$ cat config.mk
export PLATFORM = sky130hd
export DESIGN_NAME = uart_tx_chan
export DESIGN_NICKNAME = d
export VERILOG_FILES = /design/src/rtl/uart_tx_pkg.sv /design/src/rtl/uart_tx_fifo.sv /design/src/rtl/uart_tx_serializer.sv /design/src/rtl/uart_tx_status.sv /design/src/rtl/uart_tx_chan.sv
export SDC_FILE = /design/constraint.sdc
export NUM_CORES = 1
export LEC_CHECK = 0
export ABC_AREA = 0
export BUFFER_PORTS_ARGS = -buffer_cell sky130_fd_sc_hd__clkbuf_2
export CORE_MARGIN = 3
export CORE_UTILIZATION = 35
export CTS_CLUSTER_DIAMETER = 30
export CTS_CLUSTER_SIZE = 8
export DETAILED_ROUTE_END_ITERATION = 12
export GPL_TIMING_DRIVEN = 0
export PLACE_DENSITY_LB_ADDON = 0.2
export SLEW_MARGIN = 15
export SYNTH_ARGS = -nofsm -noshare
export SYNTH_HDL_FRONTEND = slang
export SYNTH_SLANG_ARGS = --single-unit
$ cat constraint.sdc
create_clock -name clk -period 2.9 [get_ports clk]
set_input_delay 0.58 -clock clk [delete_from_list [all_inputs] [get_ports clk]]
set_output_delay 0.58 -clock clk [all_outputs]
set_load 0.01 [all_outputs]
$ cat src/rtl/uart_tx_pkg.sv
package uart_tx_pkg;
  typedef enum logic [1:0] {
    ST_IDLE  = 2'd0,
    ST_START = 2'd1,
    ST_DATA  = 2'd2,
    ST_STOP  = 2'd3
  } tx_state_e;
endpackage

$ cat src/rtl/uart_tx_fifo.sv
module uart_tx_fifo #(
  parameter int DEPTH  = 16,
  parameter int DATA_W = 8,
  localparam int AW    = $clog2(DEPTH),
  localparam int CW    = AW + 1
) (
  input  logic              clk,
  input  logic              rst_n,
  input  logic              push,
  input  logic [DATA_W-1:0] push_data,
  input  logic              pop,
  output logic [DATA_W-1:0] head,
  output logic              empty,
  output logic              full,
  output logic [CW-1:0]     level
);
  logic [DATA_W-1:0] mem [DEPTH];
  logic [AW-1:0]     wptr, rptr;

  function automatic logic [AW-1:0] nxt(input logic [AW-1:0] p);
    return (p == AW'(DEPTH - 1)) ? '0 : p + 1'b1;
  endfunction

  assign empty = (level == '0);
  assign full  = (level == CW'(DEPTH));
  assign head  = mem[rptr];

  always_ff @(posedge clk) begin
    if (push) mem[wptr] <= push_data;
  end

  always_ff @(posedge clk or negedge rst_n) begin
    if (!rst_n) begin
      wptr  <= '0;
      rptr  <= '0;
      level <= '0;
    end else begin
      if (push) wptr <= nxt(wptr);
      if (pop)  rptr <= nxt(rptr);
      case ({push, pop})
        2'b10:   level <= level + 1'b1;
        2'b01:   level <= level - 1'b1;
        default: level <= level;
      endcase
    end
  end
endmodule

$ cat src/rtl/uart_tx_serializer.sv
module uart_tx_serializer
  import uart_tx_pkg::*;
#(
  parameter int DATA_W = 8,
  parameter int OVS    = 16,
  localparam int TW    = $clog2(OVS),
  localparam int BW    = $clog2(DATA_W)
) (
  input  logic              clk,
  input  logic              rst_n,
  input  logic              baud_tick,
  input  logic              avail,
  input  logic [DATA_W-1:0] head,
  output logic              pop,
  output logic              tx,
  output tx_state_e         state
);
  logic [TW-1:0]     tcnt;
  logic [BW-1:0]     bidx;
  logic [DATA_W-1:0] shreg;
  logic              bit_end;

  assign bit_end = baud_tick && (tcnt == TW'(OVS - 1));
  assign pop     = avail && ((state == ST_IDLE) || (state == ST_STOP && bit_end));

  always_comb begin
    case (state)
      ST_START: tx = 1'b0;
      ST_DATA:  tx = shreg[0];
      default:  tx = 1'b1;
    endcase
  end

  always_ff @(posedge clk or negedge rst_n) begin
    if (!rst_n) begin
      state <= ST_IDLE;
      tcnt  <= '0;
      bidx  <= '0;
      shreg <= '0;
    end else if (pop) begin
      state <= ST_START;
      tcnt  <= '0;
      bidx  <= '0;
      shreg <= head;
    end else if (state != ST_IDLE && baud_tick) begin
      tcnt <= bit_end ? '0 : tcnt + 1'b1;
      if (bit_end) begin
        case (state)
          ST_START: state <= ST_DATA;
          ST_DATA: begin
            shreg <= shreg >> 1;
            bidx  <= bidx + 1'b1;
            if (bidx == BW'(DATA_W - 1)) state <= ST_STOP;
          end
          default: state <= ST_IDLE;
        endcase
      end
    end
  end
endmodule

$ cat src/rtl/uart_tx_status.sv
module uart_tx_status #(
  parameter bit DMA_FULL_RULE = 1'b1
) (
  input  logic clk,
  input  logic rst_n,
  input  logic ien,
  input  logic dma_mode,
  input  logic isr_rd,
  input  logic drained,
  input  logic empty,
  input  logic full,
  output logic irq,
  output logic txrdy_n
);
  logic empty_flag;

  always_ff @(posedge clk or negedge rst_n) begin
    if (!rst_n)       empty_flag <= 1'b0;
    else if (drained) empty_flag <= 1'b1;
    else if (isr_rd)  empty_flag <= 1'b0;
  end

  assign irq = ien && empty && empty_flag;

  generate
    if (DMA_FULL_RULE) begin : g_two_rules
      assign txrdy_n = dma_mode ? full : !empty;
    end else begin : g_empty_rule
      assign txrdy_n = !empty;
    end
  endgenerate
endmodule

$ cat src/rtl/uart_tx_chan.sv
module uart_tx_chan
  import uart_tx_pkg::*;
#(
  parameter int DEPTH  = 16,
  parameter int DATA_W = 8,
  parameter int OVS    = 16,
  localparam int CW    = $clog2(DEPTH) + 1
) (
  input  logic              clk,
  input  logic              rst_n,
  input  logic              wr_valid,
  output logic              wr_ready,
  input  logic [DATA_W-1:0] wr_data,
  input  logic              ien,
  input  logic              dma_mode,
  input  logic              isr_rd,
  input  logic              baud_tick,
  output logic              tx_o,
  output logic              irq_o,
  output logic              txrdy_n_o
);
  logic              push, pop, empty, full, drained;
  logic [DATA_W-1:0] head;
  logic [CW-1:0]     level;
  tx_state_e         state;

  assign wr_ready = !full;
  assign push     = wr_valid && wr_ready;
  assign drained  = pop && !push && (level == CW'(1));

  uart_tx_fifo #(.DEPTH(DEPTH), .DATA_W(DATA_W)) u_fifo (
    .clk(clk), .rst_n(rst_n), .push(push), .push_data(wr_data),
    .pop(pop), .head(head), .empty(empty), .full(full), .level(level)
  );

  uart_tx_serializer #(.DATA_W(DATA_W), .OVS(OVS)) u_ser (
    .clk(clk), .rst_n(rst_n), .baud_tick(baud_tick), .avail(!empty),
    .head(head), .pop(pop), .tx(tx_o), .state(state)
  );

  uart_tx_status #(.DMA_FULL_RULE(1'b1)) u_stat (
    .clk(clk), .rst_n(rst_n), .ien(ien), .dma_mode(dma_mode),
    .isr_rd(isr_rd), .drained(drained), .empty(empty), .full(full),
    .irq(irq_o), .txrdy_n(txrdy_n_o)
  );
endmodule

==> run metrics <==
status complete, no violations; Num Clock Sinks 159; Post-Syn Area 0.00682 mm2; pin count of the biggest net entering global routing 32; Root Buffer clkbuf_16; worst-path fanout max 10; EDFF count, synth 128; startpoint types flip-flop; crit path launch u_fifo.level[0]$_DFFE_PN0P_; final hold slack 231 ps; antenna violations before repair 0; I/O Buffers 18; share of cells above drive strength 1 26.1%; Syn-to-layout area delta 16.1%; Crit path depth 11; commonest non-fill, non-tap cells in the layout 128 x edfxtp_1, 31 x dfrtp_1, 26 x mux4_2, 21 x mux2i_1, 19 x clkbuf_2; crit path cell chain inv_1 > ha_1 > nor4b_4 > buf_4 > a211o_4 > inv_4 > buf_2 > ha_2 > nand3_1 > a21oi_1 > xor2_1; vias per cell 5.00; CP required 3250 ps; Ys Warns 0; clk_skew 12.8 ps; Initial Util 36.0%; Gate power share 30.2%; worst min path class input pin to async pin; final hold vios 0; critical path class flip-flop to flip-flop; Seq/Total Area, Yosys 67.7%; I/O pins 19; Net Switching 2.48 mW; Critical Path AT 2980 ps; Final Setup Violations 0; Die H 146 um; number of DRC markers in iteration 0 162; DRC viols 0; Tightest Pin Transition 929 ps; Max IR drop VDD 0.494 mV; Clock Pin Slew Worst Setup and Hold Paths 70 ps; unrepaired setup endpoints after global routing no; share of power burned in registers 39.8%; WL final 13.8 mm; Tmin final 2630 ps; Mean Syn Cell Area 17.5 um2; Top delay family on crit path buffers and inverters; Worst R2R Start u_fifo.level[0]$_DFFE_PN0P_; CTS tree yes; die area 0.0212 mm2; # Max-Cap Violations 0; global route overflow 0; prevailing post-synth register cell edfxtp_1; r2r setup slk 270 ps; number of CTS-inserted buffers 17; total number of vias 3,522; Final GP Congestion 0.733; Tcrit/Tclk final 90.7%; critical path endpoint u_fifo.level[4]$_DFFE_PN0P_; Row Count 50; Clock power frac 30.0%; hold buffers post-CTS 0; final core utilization 41.8%; ANT nets after route 0; delay of the slowest critical-path stage 440 ps; Final TNS setup 0 ps; Core Box Area 0.0190 mm2; drt pass-1 iters 5; DP HPWL 9.21 mm; P_int 5.12 mW; Final #Nets 463; max-slew violation count 0; critical path endpoint category flip-flop; GRT Overall Usage 13.9%; Register-to-Register Path Depth 11; Critical Path Slowest Stage Cell dfrtp_1; # diodes 0; Rel. slew slack 37.8%; Clk Latency, worst-skew pair 430 ps; synth unique cells 52; commonest non-fill, non-tap cell in the layout edfxtp_1; wire length per cell 19.5 um; Cell Pwr Density 960 mW/mm2; FF+latch count, synth 159; Buf/Inv on CP 4; Area after DPL 0.00729 mm2; P_leak 2.80 nW; FF-to-FF End u_fifo.level[4]$_DFFE_PN0P_; Peak Freq 380 MHz; final worst-path setup slack 269 ps; asr flop ratio synth 19.5%; dpl ws 167 ps; H-Tree Depth 4; Post-Syn Nets 421; Sw Share 32.6%; post-synthesis cell count 389; vias in the first global route 3,657; clk buf depth 2; fin area 0.00792 mm2; Die W 146 um; first-pass GRT wire length 22.0 mm
-- worst reg2reg max path: cells and delay by family (launching register included) --
family          cells  cell delay (ps)
buf+inv             4              630
fa+ha+maj           2              560
compound gates      2              540
flops               1              440
simple gates        2              230
xor+xnor            1              160
-- worst min-delay path by stage --
stage,startpoint,to,slack [ps],cells after the start
floorplan,rst_n,u_fifo.level[0]$_DFFE_PN0P_,280,0
global placement,u_ser.tcnt[1]$_DFFE_PN0P_,u_ser.tcnt[1]$_DFFE_PN0P_,500,2
detailed placement,u_ser.shreg[7]$_DFFE_PN0P_,u_ser.shreg[7]$_DFFE_PN0P_,510,2
CTS,rst_n,u_fifo.rptr[3]$_DFFE_PN0N_,260,1
global route,rst_n,u_fifo.level[4]$_DFFE_PN0P_,280,1
finish,rst_n,u_fifo.level[4]$_DFFE_PN0P_,230,1
-- flip-flops by register name, indices dropped and copies added (netlist names) --
register and cells:
u_fifo.mem 128, u_ser.shreg 8, u_fifo.level 5, u_fifo.rptr 4, u_fifo.wptr 4, u_ser.tcnt 4, u_ser.bidx 3, u_ser.state 2
u_stat.empty_flag 1
-- cells by family after synthesis --
group / Yosys count / synth area share [%]
xor gates and xnor gates: 9 / 1.16
AOI/OAI and AO/OA: 52 / 5.23
adders and majority gates: 17 / 3.12
buffers and inverters: 36 / 3.23
muxes: 55 / 14.1
DFF: 159 / 67.7
and+or+nand+nor: 61 / 5.41
-- metal layers --
| metal | vias up | part of all wire, % | GRT usage, % |
|---|---|---|---|
| met4 | 0 | 0.81 | 3.99 |
| met3 | 9 | 4.8 | 3.83 |
| met5 | - | 0 | 0 |
| met1 | 1824 | 46 | 19.0 |
| li1 | 1616 | - | - |
| met2 | 73 | 49 | 22.0 |
-- through the flow --
stage	power (mW)	instances
floorplan	4.73	389
global placement	5.33	667
detailed placement	5.41	671
CTS	7.69	703
global route	8.06	704
finish	7.60	704
-- power groups by stage --
stage	Combinational, mW	Sequential [mW]	Clock [mW]
2_1_floorplan	1.71	3.02	0
3_3_place_gp	2.26	3.06	0
3_5_place_dp	2.33	3.08	0
4_1_cts	2.34	3.03	2.32
5_1_grt	2.55	3.08	2.43
6_report	2.30	3.03	2.28
-- cell usage after synthesis (2+ instances only) --
| cell | instances | share of area (%) |
|---|---|---|
| clkbuf_1 | 4 | 0.22 |
| buf_2 | 7 | 0.51 |
| and2_1 | 11 | 1.0 |
| o21bai_1 | 8 | 0.88 |
| mux4_2 | 26 | 8.6 |
| ha_1 | 17 | 3.1 |
| a211oi_1 | 7 | 0.77 |
| a21oi_1 | 8 | 0.59 |
| inv_1 | 14 | 0.77 |
| nand4b_1 | 2 | 0.26 |
| mux2i_1 | 21 | 3.1 |
| nor4_1 | 4 | 0.37 |
| o21ai_0 | 8 | 0.59 |
| xnor2_1 | 5 | 0.64 |
| buf_6 | 4 | 0.66 |
| nand2b_1 | 2 | 0.18 |
| edfxtp_1 | 128 | 56 |
| dfrtp_1 | 31 | 11 |
| o22ai_1 | 9 | 0.83 |
| buf_12 | 2 | 0.59 |
| nand2_1 | 12 | 0.66 |
| nor2_1 | 12 | 0.66 |
| inv_4 | 2 | 0.18 |
| a21o_1 | 3 | 0.33 |
| nand3_1 | 7 | 0.51 |
| nor3b_2 | 2 | 0.37 |
| xor2_1 | 4 | 0.51 |
| mux4_1 | 5 | 1.9 |
-- final cells by class --
class | instances | area [um2]
Clock buffer | 17 | 425
Clock inverter | 15 | 189
Inverter | 16 | 65.1
Fill cell | 1724 | 11000
Tap cell | 260 | 325
Buffer | 19 | 151
Timing Repair Buffer | 24 | 130
Sequential cell | 159 | 4620
Multi-Input combinational cell | 194 | 2010
-- what timing repair did --
action,CTS,global route
buffers inserted,0,2
setup endpoints to repair,0,4
gates resized for setup,0,2
Power figures use the tool's default switching activity.
